File: config.mk
export PLATFORM = sky130hd
export DESIGN_NAME = pit64_timer
export DESIGN_NICKNAME = d
export VERILOG_FILES = /design/src/rtl/pit64_pkg.sv /design/src/rtl/pit64_regs.sv /design/src/rtl/pit64_prescaler.sv /design/src/rtl/pit64_core.sv /design/src/rtl/pit64_timer.sv
export SDC_FILE = /design/constraint.sdc
export NUM_CORES = 1
export LEC_CHECK = 0
export ABC_AREA = 1
export BUFFER_PORTS_ARGS = -buffer_cell sky130_fd_sc_hd__buf_2
export CELL_PAD_IN_SITES_DETAIL_PLACEMENT = 0
export CELL_PAD_IN_SITES_GLOBAL_PLACEMENT = 1
export CORE_ASPECT_RATIO = 1.75
export CORE_UTILIZATION = 41
export DETAILED_ROUTE_END_ITERATION = 8
export PLACE_DENSITY = 0.75
export SYNTH_ARGS = -nofsm -noshare
export SYNTH_HDL_FRONTEND = slang
export SYNTH_HIERARCHICAL = 1
export SYNTH_SLANG_ARGS = --single-unit
export TNS_END_PERCENT = 30
File: constraint.sdc
create_clock -name clk -period 2.1 [get_ports clk]
set_clock_uncertainty 0.1 [all_clocks]
set_input_delay 0.105 -clock clk [delete_from_list [all_inputs] [get_ports clk]]
set_output_delay 0.105 -clock clk [all_outputs]
set_load 0.02 [all_outputs]
File: src/rtl/pit64_pkg.sv
package pit64_pkg;
    localparam int unsigned WORD_W     = 32;
    localparam int unsigned OFF_CTRL   = 32'h00;
    localparam int unsigned OFF_MODE   = 32'h04;
    localparam int unsigned OFF_PER_LO = 32'h08;
    localparam int unsigned OFF_PER_HI = 32'h0C;
    localparam int unsigned OFF_CNT_LO = 32'h20;
    localparam int unsigned OFF_CNT_HI = 32'h24;
    localparam int unsigned BIT_START  = 0;
    localparam int unsigned BIT_SWRST  = 8;
    localparam int unsigned BIT_CONT   = 0;
    localparam int unsigned BIT_DIV    = 8;

    typedef enum logic {
        ST_IDLE = 1'b0,
        ST_RUN  = 1'b1
    } run_state_e;
endpackage

File: src/rtl/pit64_regs.sv
module pit64_regs
    import pit64_pkg::*;
#(
    parameter int unsigned ADDR_W  = 8,
    parameter int unsigned PRESC_W = 4,
    localparam int unsigned CNT_W  = 2 * WORD_W
) (
    input  logic                clk,
    input  logic                rst_n,
    input  logic                wr_en,
    input  logic                rd_en,
    input  logic [ADDR_W-1:0]   addr,
    input  logic [WORD_W-1:0]   wdata,
    input  logic [CNT_W-1:0]    count_i,
    output logic [WORD_W-1:0]   rdata,
    output logic                start_stb,
    output logic                swrst_stb,
    output logic                cont_o,
    output logic [PRESC_W-1:0]  div_o,
    output logic [CNT_W-1:0]    period_o
);
    logic               cont_q;
    logic [PRESC_W-1:0] div_q;
    logic [CNT_W-1:0]   period_q;
    logic [WORD_W-1:0]  mode_view;
    logic               sel_ctrl;

    assign sel_ctrl  = wr_en && (addr == ADDR_W'(OFF_CTRL));
    assign start_stb = sel_ctrl && wdata[BIT_START];
    assign swrst_stb = sel_ctrl && wdata[BIT_SWRST];

    always_comb begin
        mode_view = '0;
        mode_view[BIT_CONT] = cont_q;
        mode_view[BIT_DIV +: PRESC_W] = div_q;
    end

    always_ff @(posedge clk or negedge rst_n) begin
        if (!rst_n) begin
            cont_q   <= 1'b0;
            div_q    <= '0;
            period_q <= '0;
        end else if (swrst_stb) begin
            cont_q   <= 1'b0;
            div_q    <= '0;
            period_q <= '0;
        end else if (wr_en) begin
            if (addr == ADDR_W'(OFF_MODE)) begin
                cont_q <= wdata[BIT_CONT];
                div_q  <= wdata[BIT_DIV +: PRESC_W];
            end
            if (addr == ADDR_W'(OFF_PER_LO)) period_q[WORD_W-1:0]     <= wdata;
            if (addr == ADDR_W'(OFF_PER_HI)) period_q[CNT_W-1:WORD_W] <= wdata;
        end
    end

    always_ff @(posedge clk or negedge rst_n) begin
        if (!rst_n) begin
            rdata <= '0;
        end else if (rd_en) begin
            if (addr == ADDR_W'(OFF_MODE))        rdata <= mode_view;
            else if (addr == ADDR_W'(OFF_PER_LO)) rdata <= period_q[WORD_W-1:0];
            else if (addr == ADDR_W'(OFF_PER_HI)) rdata <= period_q[CNT_W-1:WORD_W];
            else if (addr == ADDR_W'(OFF_CNT_LO)) rdata <= count_i[WORD_W-1:0];
            else if (addr == ADDR_W'(OFF_CNT_HI)) rdata <= count_i[CNT_W-1:WORD_W];
            else                                  rdata <= '0;
        end
    end

    assign cont_o   = cont_q;
    assign div_o    = div_q;
    assign period_o = period_q;
endmodule

File: src/rtl/pit64_prescaler.sv
module pit64_prescaler #(
    parameter int unsigned PRESC_W = 4
) (
    input  logic               clk,
    input  logic               rst_n,
    input  logic               clr,
    input  logic               en,
    input  logic [PRESC_W-1:0] div,
    output logic               tick
);
    logic [PRESC_W-1:0] pre_q;

    assign tick = en && (pre_q >= div);

    always_ff @(posedge clk or negedge rst_n) begin
        if (!rst_n)   pre_q <= '0;
        else if (clr) pre_q <= '0;
        else if (en)  pre_q <= tick ? '0 : pre_q + PRESC_W'(1);
    end
endmodule

File: src/rtl/pit64_core.sv
module pit64_core
    import pit64_pkg::*;
#(
    parameter int unsigned CNT_W = 64
) (
    input  logic             clk,
    input  logic             rst_n,
    input  logic             start_stb,
    input  logic             swrst_stb,
    input  logic             tick,
    input  logic             cont,
    input  logic [CNT_W-1:0] period,
    output logic [CNT_W-1:0] count_o,
    output logic             running_o,
    output logic             pulse_o
);
    run_state_e       state_q, state_d;
    logic [CNT_W-1:0] count_q;
    logic             pulse_q;
    logic             wrap;

    assign wrap = (state_q == ST_RUN) && tick && (count_q == period);

    always_comb begin
        state_d = state_q;
        unique case (state_q)
            ST_IDLE: begin
                if (swrst_stb)      state_d = ST_IDLE;
                else if (start_stb) state_d = ST_RUN;
            end
            ST_RUN: begin
                if (swrst_stb)          state_d = ST_IDLE;
                else if (start_stb)     state_d = ST_RUN;
                else if (wrap && !cont) state_d = ST_IDLE;
            end
            default: state_d = ST_IDLE;
        endcase
    end

    always_ff @(posedge clk or negedge rst_n) begin
        if (!rst_n) state_q <= ST_IDLE;
        else        state_q <= state_d;
    end

    always_ff @(posedge clk or negedge rst_n) begin
        if (!rst_n) begin
            count_q <= '0;
            pulse_q <= 1'b0;
        end else begin
            pulse_q <= 1'b0;
            if (swrst_stb || start_stb) begin
                count_q <= '0;
            end else if (state_q == ST_RUN && tick) begin
                if (wrap) begin
                    count_q <= '0;
                    pulse_q <= 1'b1;
                end else begin
                    count_q <= count_q + CNT_W'(1);
                end
            end
        end
    end

    assign count_o   = count_q;
    assign running_o = (state_q == ST_RUN);
    assign pulse_o   = pulse_q;
endmodule

File: src/rtl/pit64_timer.sv
module pit64_timer
    import pit64_pkg::*;
#(
    parameter int unsigned ADDR_W  = 8,
    parameter int unsigned PRESC_W = 4,
    localparam int unsigned CNT_W  = 2 * WORD_W
) (
    input  logic              clk,
    input  logic              rst_n,
    input  logic              wr_en,
    input  logic              rd_en,
    input  logic [ADDR_W-1:0] addr,
    input  logic [31:0]       wdata,
    output logic [31:0]       rdata,
    output logic              period_pulse
);
    logic               start_stb;
    logic               swrst_stb;
    logic               cont;
    logic [PRESC_W-1:0] div;
    logic [CNT_W-1:0]   period;
    logic [CNT_W-1:0]   count;
    logic               running;
    logic               tick;

    pit64_regs #(.ADDR_W(ADDR_W), .PRESC_W(PRESC_W)) regs_i (
        .clk(clk), .rst_n(rst_n), .wr_en(wr_en), .rd_en(rd_en),
        .addr(addr), .wdata(wdata), .count_i(count), .rdata(rdata),
        .start_stb(start_stb), .swrst_stb(swrst_stb),
        .cont_o(cont), .div_o(div), .period_o(period)
    );

    pit64_prescaler #(.PRESC_W(PRESC_W)) presc_i (
        .clk(clk), .rst_n(rst_n), .clr(start_stb || swrst_stb),
        .en(running), .div(div), .tick(tick)
    );

    pit64_core #(.CNT_W(CNT_W)) core_i (
        .clk(clk), .rst_n(rst_n), .start_stb(start_stb),
        .swrst_stb(swrst_stb), .tick(tick), .cont(cont),
        .period(period), .count_o(count), .running_o(running),
        .pulse_o(period_pulse)
    );
endmodule

==> impl_metrics.env <==
export IMPL_outcome="finished, violations left"
export IMPL_violations="setup timing"
export IMPL_die_area_um2=29700
export IMPL_cts_buffers=17
export IMPL_std_cell_rows=82
export IMPL_fin_hold_ws_ns=0.0491
export IMPL_cts_buffer_depth=2
export IMPL_cts_max_level=4
export IMPL_endpoint_kind="flop"
export IMPL_power_density_nw_per_um2=493
export IMPL_synth_edff_count=0
export IMPL_viasPerCell=5.26
export IMPL_syn_avg_cell_area_um2=7.10
export IMPL_path_max_fanout=6
export IMPL_wl_per_cell_um=21.2
export IMPL_hp_start="wr_en"
export IMPL_ys_seq_area_share_pct=36.0
export IMPL_cts_tree="done"
export IMPL_clk_insertion_delay_late_ns=0.46
export IMPL_holdPathStages=5
export IMPL_syn_to_final_growth_pct=32.5
export IMPL_reg2reg_from="presc_i/pre_q[1]"
export IMPL_vias=12720
export IMPL_fin_ws_ns=-0.486
export IMPL_synth_async_sr_flop_share_pct=100
export IMPL_start_kind="flop"
export IMPL_grt_pass1_wl_um=75200
export IMPL_core_area_um2=28600
export IMPL_finalHoldViolCount=0
export IMPL_root_buffer="clkbuf_16"
export IMPL_slowest_delay_ns=0.42
export IMPL_drive_gt1_share_pct=29.5
export IMPL_netlist_area_um2=11900
export IMPL_slowest_stage="dfrtp_1"
export IMPL_numClockSinks=171
export IMPL_layout_min_cycle_time_ns=2.59
export IMPL_gr_total_overflow=0
export IMPL_io_buffers=76
export IMPL_gp_congestion=1.04
export IMPL_route_detailed_drc=0
export IMPL_required_ns=2.34
export IMPL_cpMostUsedCell="nand2_2"
export IMPL_critPathBufInv=4
export IMPL_antenna_left=0
export IMPL_syn_inst=1674
export IMPL_die_h_um=227
export IMPL_vdd_drop_max_uv=604
export IMPL_setup_viol=66
export IMPL_rrSetupSlack_ns=-0.49
export IMPL_totalWireLength_um=51300
export IMPL_grt_max_degree=70
export IMPL_syn_nets=1724
export IMPL_crit_arrival_ns=2.83
export IMPL_antenna_found_initial=0
export IMPL_diodes=0
export IMPL_period_share_pct=123
export IMPL_slew_viol_final=0
export IMPL_worst_pin_slew_ns=0.581
export IMPL_fmax_mhz=387
export IMPL_crit_type="reg -> reg"
export IMPL_synth_cell_types=42
export IMPL_drt_pass1_iterations=5
export IMPL_hold_path_class="in -> reg"
export IMPL_yosys_warnings=6
export IMPL_worstPathCellList="ha_4 > nand2_2 > nand2_2 > nand2_2 > nand3_2 > nand2_2 > inv_2 > nand2_2 > inv_2 > nand2_1 > nor2_1 > nand2_1 > nor2_1 > nand2_1 > nor2_4 > nand3_4 > nand2_8 > buf_12 > clkbuf_16 > o22ai_2"
export IMPL_relSlewSlack_pct=60.7
export IMPL_grt_pass1_vias=12689
export IMPL_fin_nets=2079
export IMPL_dp_cells=2343
export IMPL_hpwlAfterDp_um=40700
export IMPL_rsz0062_at_grt="yes"
export IMPL_timing_rr_end="core_i/count_o[45]"
export IMPL_layoutNonFillerInstCount=2419
export IMPL_clk_pin_slew_ns=0.07
export IMPL_hold_end="core_i/running_o"
export IMPL_synth_seq_cells=171
export IMPL_num_io_pins=77
export IMPL_power_leakage_uw=0.00798
export IMPL_die_x_um=131
export IMPL_drv_cap=0
export IMPL_worst_r2r_cell_count=20
export IMPL_synthFlopType="dfrtp_1"
export IMPL_drt_iter0_markers=860
export IMPL_start_util_pct=41.5
export IMPL_cp_top_family="simple AND/OR/NAND/NOR gates"
export IMPL_grt_use_total_pct=35.7
==> worst register-to-register path, cell delays in order (launching register included) <==
cell	delay (ns)
dfrtp_1	0.42
ha_4	0.29
nand2_2	0.05
nand2_2	0.06
nand2_2	0.06
nand3_2	0.07
nand2_2	0.05
inv_2	0.06
nand2_2	0.06
inv_2	0.06
nand2_1	0.04
nor2_1	0.11
nand2_1	0.07
nor2_1	0.11
nand2_1	0.09
nor2_4	0.14
nand3_4	0.12
nand2_8	0.17
buf_12	0.14
clkbuf_16	0.15
o22ai_2	0.06
==> kinds of logic after synthesis <==
logic type	count (synthesis)	synth area share [%]
simple gates	1074	40.3
xor+xnor	72	5.30
flops	171	36.0
buf+inv	232	9.42
fa+ha+maj	6	0.631
compound gates	119	8.39
==> final cells by class <==
class,instances,area (um^2)
fillers,2866,12900
multi-input cells,1272,6660
flip-flops and latches,171,4280
repair buffers,402,3160
inverters,165,619
well taps,378,473
clock buffers,19,453
clock inverters,12,114
==> worst max-delay path by stage <==
stage	startpoint	endpoint	slack [ns]	cells after the start
6_report	presc_i/pre_q[1]	core_i/count_o[45]	-0.49	20
5_1_grt	presc_i/pre_q[1]	core_i/count_o[48]	-0.58	20
4_1_cts	presc_i/pre_q[3]	core_i/count_o[52]	-0.40	20
3_5_place_dp	presc_i/pre_q[3]	core_i/count_o[12]	-0.43	19
3_3_place_gp	presc_i/pre_q[3]	core_i/count_o[60]	-0.40	19
2_1_floorplan	presc_i/pre_q[3]	core_i/count_o[49]	-0.15	19
==> synth_stat cells, drive strengths merged, types with 4 or more instances <==
cell type	count	area [um^2]
nand2	635	2550
nor2	215	908
dfrtp	171	4280
inv	165	619
nand4	99	634
nand3	68	355
xor2	57	499
o21ai	55	365
o22ai	55	569
buf	46	419
nor3	36	190
clkbuf	21	81.3
xnor2	15	131
or2	7	43.8
ha	6	75.1
a21oi	5	28.8
nor4	5	31.3
nor3b	4	30.0
==> registers in the layout, indices dropped and copies added, names as in the netlist <==
register          cells
presc_i/pre_q         4
core_i/pulse_o        1
regs_i/cont_o         1
core_i/count_o       64
regs_i/period_o      64
regs_i/rdata         32
core_i/running_o      1
regs_i/div_o          4
==> metal layers <==
metal | global-route usage [%] | part of all wire [%]
met2 | 60.6 | 50
met4 | 33.1 | 11
met1 | 37.3 | 36
met5 | 0 | 0
met3 | 5.29 | 3.3
==> what timing repair did <==
item                       in CTS  in global routing
gates cloned                    2                  1
gates resized for setup        17                 19
pin swaps                       8                 14
hold buffers                   34                  0
hold endpoints to repair      244                  0
setup endpoints to repair      66                 66
setup buffers                   7                  3
==> report_power, final <==
part           switching (uW)  internal (uW)
clock                    1460           1700
combinational             656            460
sequential                118           3370
total                    2230           5530
==> stage by stage <==
stage	util, %	instance area, um^2	worst slack, ns	power (uW)	TNS (ns)
floorplan	-	11900	-0.154	3970	-8.47
global placement	50.9	14600	-0.405	4550	-24.42
detailed placement	50.9	14600	-0.432	4560	-25.75
CTS	54.7	15700	-0.404	7770	-22.03
global route	55.0	15700	-0.582	8040	-33.78
finish	55.0	15700	-0.486	7770	-26.57
==> cell usage in the layout, fill, tap and decap left out, drive strengths merged, types with 5 or more instances in the layout <==
cell type	count
a21oi	5
buf	367
clkbuf	20
dfrtp	171
dlygate4sd3	34
ha	6
inv	169
nand2	636
nand3	68
nand4	99
nor2	215
nor3	36
nor4	5
o21ai	55
o22ai	55
or2	7
xnor2	15
xor2	57
Note: power is estimated with default switching activity, not from simulation.
